`config.mk`:
```
export PLATFORM = sky130hd
export DESIGN_NAME = pipe5_shared
export DESIGN_NICKNAME = d
export VERILOG_FILES = /design/src/rtl/pipe5_shared.sv
export SDC_FILE = /design/constraint.sdc
export NUM_CORES = 2
export LEC_CHECK = 0
export BUFFER_PORTS_ARGS = -buffer_cell sky130_fd_sc_hd__buf_2
export CORE_MARGIN = 4
export CORE_UTILIZATION = 34
export DETAILED_ROUTE_END_ITERATION = 10
export HOLD_SLACK_MARGIN = 0.06
export PLACE_DENSITY = 0.57
export SLEW_MARGIN = 20
export SYNTH_ARGS = -nofsm -noshare
export SYNTH_HDL_FRONTEND = slang
export SYNTH_SLANG_ARGS = --single-unit
```
`constraint.sdc`:
```
create_clock -name clk -period 4.2 [get_ports clk]
set_clock_uncertainty 0.05 [all_clocks]
set_input_delay 0.63 -clock clk [delete_from_list [all_inputs] [get_ports clk]]
set_output_delay 0.63 -clock clk [all_outputs]
set_load 0.005 [all_outputs]
```
`src/rtl/pipe5_shared.sv`:
```
module pipe5_shared #(
  parameter int AW   = 10,
  parameter int XLEN = 32,
  parameter int CW   = 32
) (
  input  logic            clk,
  input  logic            rst,
  output logic [AW-1:0]   mem_addr,
  output logic            mem_wen,
  output logic [XLEN-1:0] mem_wdata,
  input  logic [XLEN-1:0] mem_rdata,
  output logic            ret_valid,
  output logic            ret_we,
  output logic [4:0]      ret_rd,
  output logic [XLEN-1:0] ret_data,
  output logic [CW-1:0]   ret_count,
  output logic [CW-1:0]   bubble_count
);

  localparam int NREG = 32;
  localparam int RW   = $clog2(NREG);
  localparam int IW   = 32;

  localparam logic [5:0] OP_RR    = 6'h00;
  localparam logic [5:0] OP_ADDI  = 6'h01;
  localparam logic [5:0] OP_LOAD  = 6'h02;
  localparam logic [5:0] OP_STORE = 6'h03;

  typedef enum logic [2:0] {
    ALU_ADD, ALU_SUB, ALU_AND, ALU_OR, ALU_XOR, ALU_SLT
  } alu_e;

  // fetch
  logic [AW-1:0]   pc;
  logic            fd_v;
  logic [IW-1:0]   fd_ir;

  // decode
  logic [5:0]      id_op, id_fn;
  logic [RW-1:0]   id_rs, id_rt, id_rd, id_dst;
  logic [XLEN-1:0] id_imm, id_a, id_b;
  alu_e            id_alu;
  logic            id_known, id_useimm, id_ld, id_st, id_wen;

  // execute
  logic            de_v, de_useimm, de_ld, de_st, de_wen;
  alu_e            de_alu;
  logic [RW-1:0]   de_dst;
  logic [XLEN-1:0] de_a, de_b, de_imm, ex_opb, ex_res;

  // memory
  logic            em_v, em_ld, em_st, em_wen;
  logic [RW-1:0]   em_dst;
  logic [XLEN-1:0] em_res, em_sd;
  logic            stall;

  // write-back
  logic            mw_v, mw_wen;
  logic [RW-1:0]   mw_dst;
  logic [XLEN-1:0] mw_val;
  logic            wb_wr;

  logic [XLEN-1:0] rf [NREG];

  // ---------------- shared port arbitration ----------------
  assign stall     = em_v & (em_ld | em_st);
  assign mem_addr  = stall ? em_res[AW-1:0] : pc;
  assign mem_wen   = em_v & em_st;
  assign mem_wdata = em_sd;

  // ---------------- fetch ----------------
  always_ff @(posedge clk) begin
    if (rst) begin
      pc    <= '0;
      fd_v  <= 1'b0;
      fd_ir <= '0;
    end else if (stall) begin
      fd_v  <= 1'b0;
    end else begin
      pc    <= pc + AW'(1);
      fd_v  <= 1'b1;
      fd_ir <= mem_rdata[IW-1:0];
    end
  end

  // ---------------- decode ----------------
  assign id_op  = fd_ir[31:26];
  assign id_rs  = fd_ir[25:21];
  assign id_rt  = fd_ir[20:16];
  assign id_rd  = fd_ir[15:11];
  assign id_fn  = fd_ir[5:0];
  assign id_imm = {{(XLEN-16){fd_ir[15]}}, fd_ir[15:0]};

  always_comb begin
    id_alu    = ALU_ADD;
    id_known  = 1'b0;
    id_useimm = 1'b0;
    id_ld     = 1'b0;
    id_st     = 1'b0;
    id_dst    = id_rt;
    case (id_op)
      OP_RR: begin
        id_dst = id_rd;
        case (id_fn)
          6'd0: begin id_alu = ALU_ADD; id_known = 1'b1; end
          6'd1: begin id_alu = ALU_SUB; id_known = 1'b1; end
          6'd2: begin id_alu = ALU_AND; id_known = 1'b1; end
          6'd3: begin id_alu = ALU_OR;  id_known = 1'b1; end
          6'd4: begin id_alu = ALU_XOR; id_known = 1'b1; end
          6'd5: begin id_alu = ALU_SLT; id_known = 1'b1; end
          default: ;
        endcase
      end
      OP_ADDI:  begin id_known = 1'b1; id_useimm = 1'b1; end
      OP_LOAD:  begin id_known = 1'b1; id_useimm = 1'b1; id_ld = 1'b1; end
      OP_STORE: begin id_useimm = 1'b1; id_st = 1'b1; end
      default: ;
    endcase
  end

  assign id_wen = id_known && (id_dst != '0);

  assign wb_wr = mw_v & mw_wen;
  assign id_a  = (id_rs == '0) ? '0 :
                 (wb_wr && mw_dst == id_rs) ? mw_val : rf[id_rs];
  assign id_b  = (id_rt == '0) ? '0 :
                 (wb_wr && mw_dst == id_rt) ? mw_val : rf[id_rt];

  always_ff @(posedge clk) begin
    if (rst) begin
      de_v      <= 1'b0;
      de_alu    <= ALU_ADD;
      de_useimm <= 1'b0;
      de_ld     <= 1'b0;
      de_st     <= 1'b0;
      de_wen    <= 1'b0;
      de_dst    <= '0;
      de_a      <= '0;
      de_b      <= '0;
      de_imm    <= '0;
    end else begin
      de_v      <= fd_v;
      de_alu    <= id_alu;
      de_useimm <= id_useimm;
      de_ld     <= id_ld;
      de_st     <= id_st;
      de_wen    <= id_wen;
      de_dst    <= id_dst;
      de_a      <= id_a;
      de_b      <= id_b;
      de_imm    <= id_imm;
    end
  end

  // ---------------- execute ----------------
  assign ex_opb = de_useimm ? de_imm : de_b;

  always_comb begin
    case (de_alu)
      ALU_SUB: ex_res = de_a - ex_opb;
      ALU_AND: ex_res = de_a & ex_opb;
      ALU_OR:  ex_res = de_a | ex_opb;
      ALU_XOR: ex_res = de_a ^ ex_opb;
      ALU_SLT: ex_res = {{(XLEN-1){1'b0}}, $signed(de_a) < $signed(ex_opb)};
      default: ex_res = de_a + ex_opb;
    endcase
  end

  always_ff @(posedge clk) begin
    if (rst) begin
      em_v   <= 1'b0;
      em_ld  <= 1'b0;
      em_st  <= 1'b0;
      em_wen <= 1'b0;
      em_dst <= '0;
      em_res <= '0;
      em_sd  <= '0;
    end else begin
      em_v   <= de_v;
      em_ld  <= de_ld;
      em_st  <= de_st;
      em_wen <= de_wen;
      em_dst <= de_dst;
      em_res <= ex_res;
      em_sd  <= de_b;
    end
  end

  // ---------------- memory ----------------
  always_ff @(posedge clk) begin
    if (rst) begin
      mw_v   <= 1'b0;
      mw_wen <= 1'b0;
      mw_dst <= '0;
      mw_val <= '0;
    end else begin
      mw_v   <= em_v;
      mw_wen <= em_wen;
      mw_dst <= em_dst;
      mw_val <= em_ld ? mem_rdata : em_res;
    end
  end

  // ---------------- write-back ----------------
  always_ff @(posedge clk) begin
    if (rst) begin
      for (int i = 0; i < NREG; i++) rf[i] <= '0;
    end else if (wb_wr) begin
      rf[mw_dst] <= mw_val;
    end
  end

  assign ret_valid = mw_v;
  assign ret_we    = wb_wr;
  assign ret_rd    = mw_dst;
  assign ret_data  = mw_val;

  always_ff @(posedge clk) begin
    if (rst) begin
      ret_count    <= '0;
      bubble_count <= '0;
    end else begin
      ret_count    <= ret_count + CW'(mw_v);
      bubble_count <= bubble_count + CW'(stall);
    end
  end

endmodule


```
* Yosys cells after proc, flatten, opt, wreduce, memory -nomap -nowiden
Memories as Yosys holds them, arrays and structs flattened. A register that Yosys moved wholly into a read port is not among the register bits.
Cells that the tools add are included.
** Operators by class
- Add/subtract/negate cells :: 5
- $lt $le $gt $ge :: 1
- Eq/ne operators :: 13
- Multiplexer cells :: 20
- Bitwise gates (word level) :: 8
- Reductions and logical operators :: 13
** Operators with widths (count)
- $pmux W32 S5 :: 1
- $mux W32 :: 3
- $add A32 B1 Y32 :: 2
- $add A32 B32 Y32 :: 1
- $and A32 B32 Y32 :: 1
- $lt A32 B32 Y1 :: 1
- $or A32 B32 Y32 :: 1
- $reduce_or A32 Y1 :: 1
- $sub A32 B32 Y32 :: 1
- $xor A32 B32 Y32 :: 1
- $eq A6 B2 Y1 const B :: 4
- $pmux W3 S5 :: 1
- $eq A6 B1 Y1 const B :: 2
- $eq A6 B3 Y1 const B :: 2
- $logic_not A6 Y1 :: 2
- $mux W1 :: 11
- $add A10 B1 Y10 const B :: 1
- $logic_not A5 Y1 :: 2
- $mux W10 :: 1
- $mux W5 :: 2
- $reduce_or A2 Y1 :: 4
- $eq A3 B2 Y1 const B :: 2
- $eq A3 B3 Y1 const B :: 2
- $reduce_or A6 Y1 :: 1
- other kinds (8) :: 10
** Storage, ports and cells
- Register bits :: 248
- RAM bits :: 1024
- Input bits :: 34
- Output and inout bits :: 146
- Memories kept :: 1
** Memories
- rf :: words 32, bits a word 32, rd ports 2, clocked after memory_dff 2, write ports 32, RTL line 63 : logic [XLEN-1:0] rf [NREG];

* Longest topological paths before layout
- Word-level depth :: 6
- Depth in mapped cells :: 17
- Mapped depth without buffers :: 15

* Worst setup path after synthesis
No wires, ideal clock.
- Kind :: input to register
- Start point :: input rst
- End point :: memory rf[28][0], enable pin
- Arrival :: 3.798 ns
- Data required time :: 3.684 ns
- Slack :: -0.114 ns
- Stages :: 6
- Path buffers :: 2
- Cells stage by stage :: clkinv_1 nand2_1 or3_1 clkbuf_1 clkbuf_1 o21ai_0
** RTL lines
- start: declaration :: RTL line 7 : input logic rst,
- end: declaration :: RTL line 63

* Worst setup path in the final report
- Start point :: register de_useimm
- End point :: register em_res[30]
** On the way
- Cells in the longest elaborated chain, start to end :: 3
** Ends and longest elaborated chain
- start: declaration :: RTL line 46 : logic de_v, de_useimm, de_ld, de_st, de_wen;
- start signal: assignment :: RTL line 144 : de_useimm <= id_useimm;
- $mux W32 (*) :: RTL line 156 : assign ex_opb = de_useimm ? de_imm : de_b;
- $add A32 B32 Y32 (tied with other cells) :: RTL line 165 : default: ex_res = de_a + ex_opb;
- $pmux W32 S5 (*) :: RTL line 159 : case (de_alu)
- end signal: assignment :: RTL line 184 : em_res <= ex_res;
- end: declaration :: RTL line 54 : logic [XLEN-1:0] em_res, em_sd;
Every way passes the cells marked *; elsewhere a longest branch is shown, timed or not.
A chain may end at the register's enable or synchronous reset.

==> results.txt <==
Met2 Track Usage GR -> 36.71%
Leakage power figure -> 0.02965 µW
RePlAce Congestion -> 0.9459
IO buf count -> 179
Drt pass-1 iters -> 6
Area after DPL -> 0.07646 mm²
CTS tree -> built
Worst-Margin Slew -> 1.211 ns
Post-CTS Setup Bufs -> 0
Placed insts -> 8,193
Most used DFF post-synth -> edfxtp_1
Sequential share of power -> 45.9%
Max-Cap Viols -> 0
Slew Viols, Final -> 0
Worst-case clock buffer depth -> 3
First-pass GRT wire length -> 380,000 µm
Initial Util -> 34.27%
Status -> finished, final reports clean
Critical Path End Type -> register
Unrepaired setup endpoints after global routing -> no
Finished Layout Cells -> 8,506
Reg2reg start -> de_useimm
Most common cell after layout, fill and taps aside -> and2_1
1st-iter DRT viols -> 6,471
Total gr overflow -> 0
Share of cells above drive strength 1 -> 24.37%
Switching share of power -> 27.23%
Place WS -> 0.07091 ns
Int Pwr -> 24,000 µW
Initial antenna violation count -> 27
Worst Slack Setup Final -> 0.1575 ns
Number of global-route vias before repair -> 48.99k
Worst-path fanout max -> 10
Total GRT Usage -> 24.64%
Die ar. -> 0.2142 mm²
Clk_lat worst skew -> 0.83 ns
Row cnt -> 166
Avg WL per Cell -> 31.78 µm
Die span in y -> 462.8 µm
Final nets -> 5,813
DRT antenna net count -> 0
I/O pins -> 180
CTS H-Tree Depth -> 4
Syn avg cell area -> 12.83 µm²
GR Util met1 -> 34.04%
Worst Hold Class -> input port to register
Critical path arrival -> 4.64 ns
Switching power -> 8980 µW
Comb pwr share -> 13.1%
GR Util met3 -> 6.496%
DR vias -> 49.55k
Core Area -> 0.2052 mm²
Post-synth EDFFs -> 1,024
Commonest non-fill, non-tap cells in the layout -> and2_1 (1,031), edfxtp_1 (1,024), mux4_2 (482), buf_4 (306), dfxtp_1 (299)
WP data required -> 4.80 ns
Post-route DRC -> 0
YS warnings -> 0
Sink Count -> 1,336
Finish-stage setup viols -> 0
Detailed Place HPWL -> 182,100 µm
Max VDD drop -> 421.5 µV
Power per cell area -> 403.5 mW/mm²
Post-route clock period utilization -> 96.25%
Clock network power share -> 41.0%
Mapped Cells -> 5,479
Hold Vio Cnt, Final -> 0
Die Wd -> 462.8 µm
Cell variety after synth -> 86
GR peak layer -> met2
Rel. slew slack -> 19.10%
Post-synthesis sequential area ratio -> 52.61%
Clock root buffer -> clkbuf_16
Critical path startpoint category -> register
Largest net degree at the start of global routing -> 88
Ys async rst share -> 0%
Fmax achieved -> 0.2474 GHz
Area Growth Syn to Fin -> 16.21%
Syn_nets -> 5,617
Tmin final -> 4.043 ns
Num CTS Buffers -> 155
Final hold slack -> 0.08909 ns
Via/cell ratio -> 5.826
Hold Crit Start -> mem_rdata[2]
Register bit total from synthesis -> 1,336
Reg clk slew, reported paths -> 0.06 ns
Post-Layout Inst Area -> 0.08172 mm²
Mapped Area -> 0.07032 mm²
Total wire length -> 270,300 µm
Crit. Startpoint -> de_useimm
Critical path type -> register to register
through the flow:
stage,TNS [ns],total power (µW),utilization (%)
2_1_floorplan,-28.37,17670,-
4_1_cts,0,33080,39.78
5_1_grt,0,33990,39.81
3_3_place_gp,0,19600,37.23
6_report,0,32980,39.82
3_5_place_dp,0,19620,37.26
kinds of logic after synthesis:
kind of cell,count (synthesis),synth area share [%]
buffers and inverters,628,3.489
XOR/XNOR,93,1.158
AND/OR/NAND/NOR,1817,14.20
adder cells (fa/ha/maj),104,1.872
flip-flops,1336,52.61
AO/OA/AOI/OAI,723,6.918
multiplexers,778,19.75
cell type report:
| cell class | instances | area (µm²) |
|---|---|---|
| inverters | 122 | 459.2 |
| repair buffers | 545 | 4278 |
| clock inverters | 76 | 728.2 |
| clock buffers | 209 | 4313 |
| diodes | 15 | 37.54 |
| multi-input cells | 3515 | 31500 |
| flip-flops and latches | 1336 | 37040 |
| fillers | 19280 | 123500 |
| well taps | 2688 | 3363 |
per-layer routing:
layer / vias to the layer above / routed length (µm)
met5: - / 42
met4: 6 / 13010
met3: 513 / 28170
met2: 2763 / 117700
met1: 25550 / 111400
li1: 20720 / -
registers in the layout, summed over array words and instances, names as in the netlist, 3 cells and up:
| signal | cells |
|---|---|
| bubble_count | 32 |
| de_a | 32 |
| de_alu | 3 |
| de_b | 32 |
| de_dst | 5 |
| de_imm | 16 |
| em_dst | 5 |
| em_res | 32 |
| fd_ir | 32 |
| mem_wdata | 32 |
| pc | 10 |
| ret_count | 32 |
| ret_data | 32 |
| ret_rd | 5 |
| rf | 1024 |
critical path, stage by stage (launching register included):
cell and delay [ns]:
dfxtp_1 0.37, buf_4 0.19, and2_2 0.28, buf_4 0.22
a21oi_1 0.09, ha_1 0.50, inv_1 0.16, a21oi_1 0.27
nand2_1 0.15, a2111oi_2 0.38, nor2_1 0.18, a221o_1 0.41
a221oi_2 0.32, mux2i_1 0.26, a221oi_2 0.08
timing repair:
item,CTS,global route
gates resized for setup,0,9
hold buffers,13,0
hold endpoints to repair,15,0
setup endpoints to repair,0,10
synth_stat cells (all sizes together), types with 5 or more instances:
master   count  area, µm²
and2      1032       6456
edfxtp    1024      30750
mux4       482      10860
clkbuf     398       1494
dfxtp      312       6246
nor2       288       1081
nand2      247      927.1
mux2i      241       2412
a21oi      212       1065
inv        117      439.2
o21ai      111      559.3
buf        108      501.7
ha         102       1276
o22ai       70      437.9
a211oi      67      508.0
nor2b       66      412.9
mux2        55      619.3
xor2        53      464.2
a221oi      52      468.0
nand3       44      220.2
xnor2       40      350.3
o211ai      34      255.2
nand2b      33      214.0
o221ai      32      280.3
and3        25      156.4
nor3        23      115.1
a221o       21      210.2
o22a        18      157.7
o21bai      15      116.4
or3         14      87.58
nand4       13      81.33
o31ai       13      102.6
a21o        12      90.09
a31oi       10      62.56
nor4         9      56.30
a311oi       6      52.55
o21a         6      45.04
or2          6      37.54
a2111oi      5      63.81
clkinv       5      18.77
power by group through the flow:
stage / logic, µW / clock network [µW] / registers (µW)
final: 4320 / 13500 / 15100
after global placement: 4230 / 0 / 15400
after detailed placement: 4220 / 0 / 15400
after global routing: 4520 / 14300 / 15200
after CTS: 4250 / 13700 / 15100
after floorplan: 2490 / 0 / 15200
worst paths after layout:
check / slack [ns] / depth (start not counted) / to
worst max register to register: 0.16 / 14 / em_res[30]
worst min register to register: 0.38 / 1 / ret_rd[0]
worst max-delay path: 0.16 / 14 / em_res[30]
worst min-delay path: 0.09 / 2 / fd_ir[2]
Power figures use the tool's default switching activity.
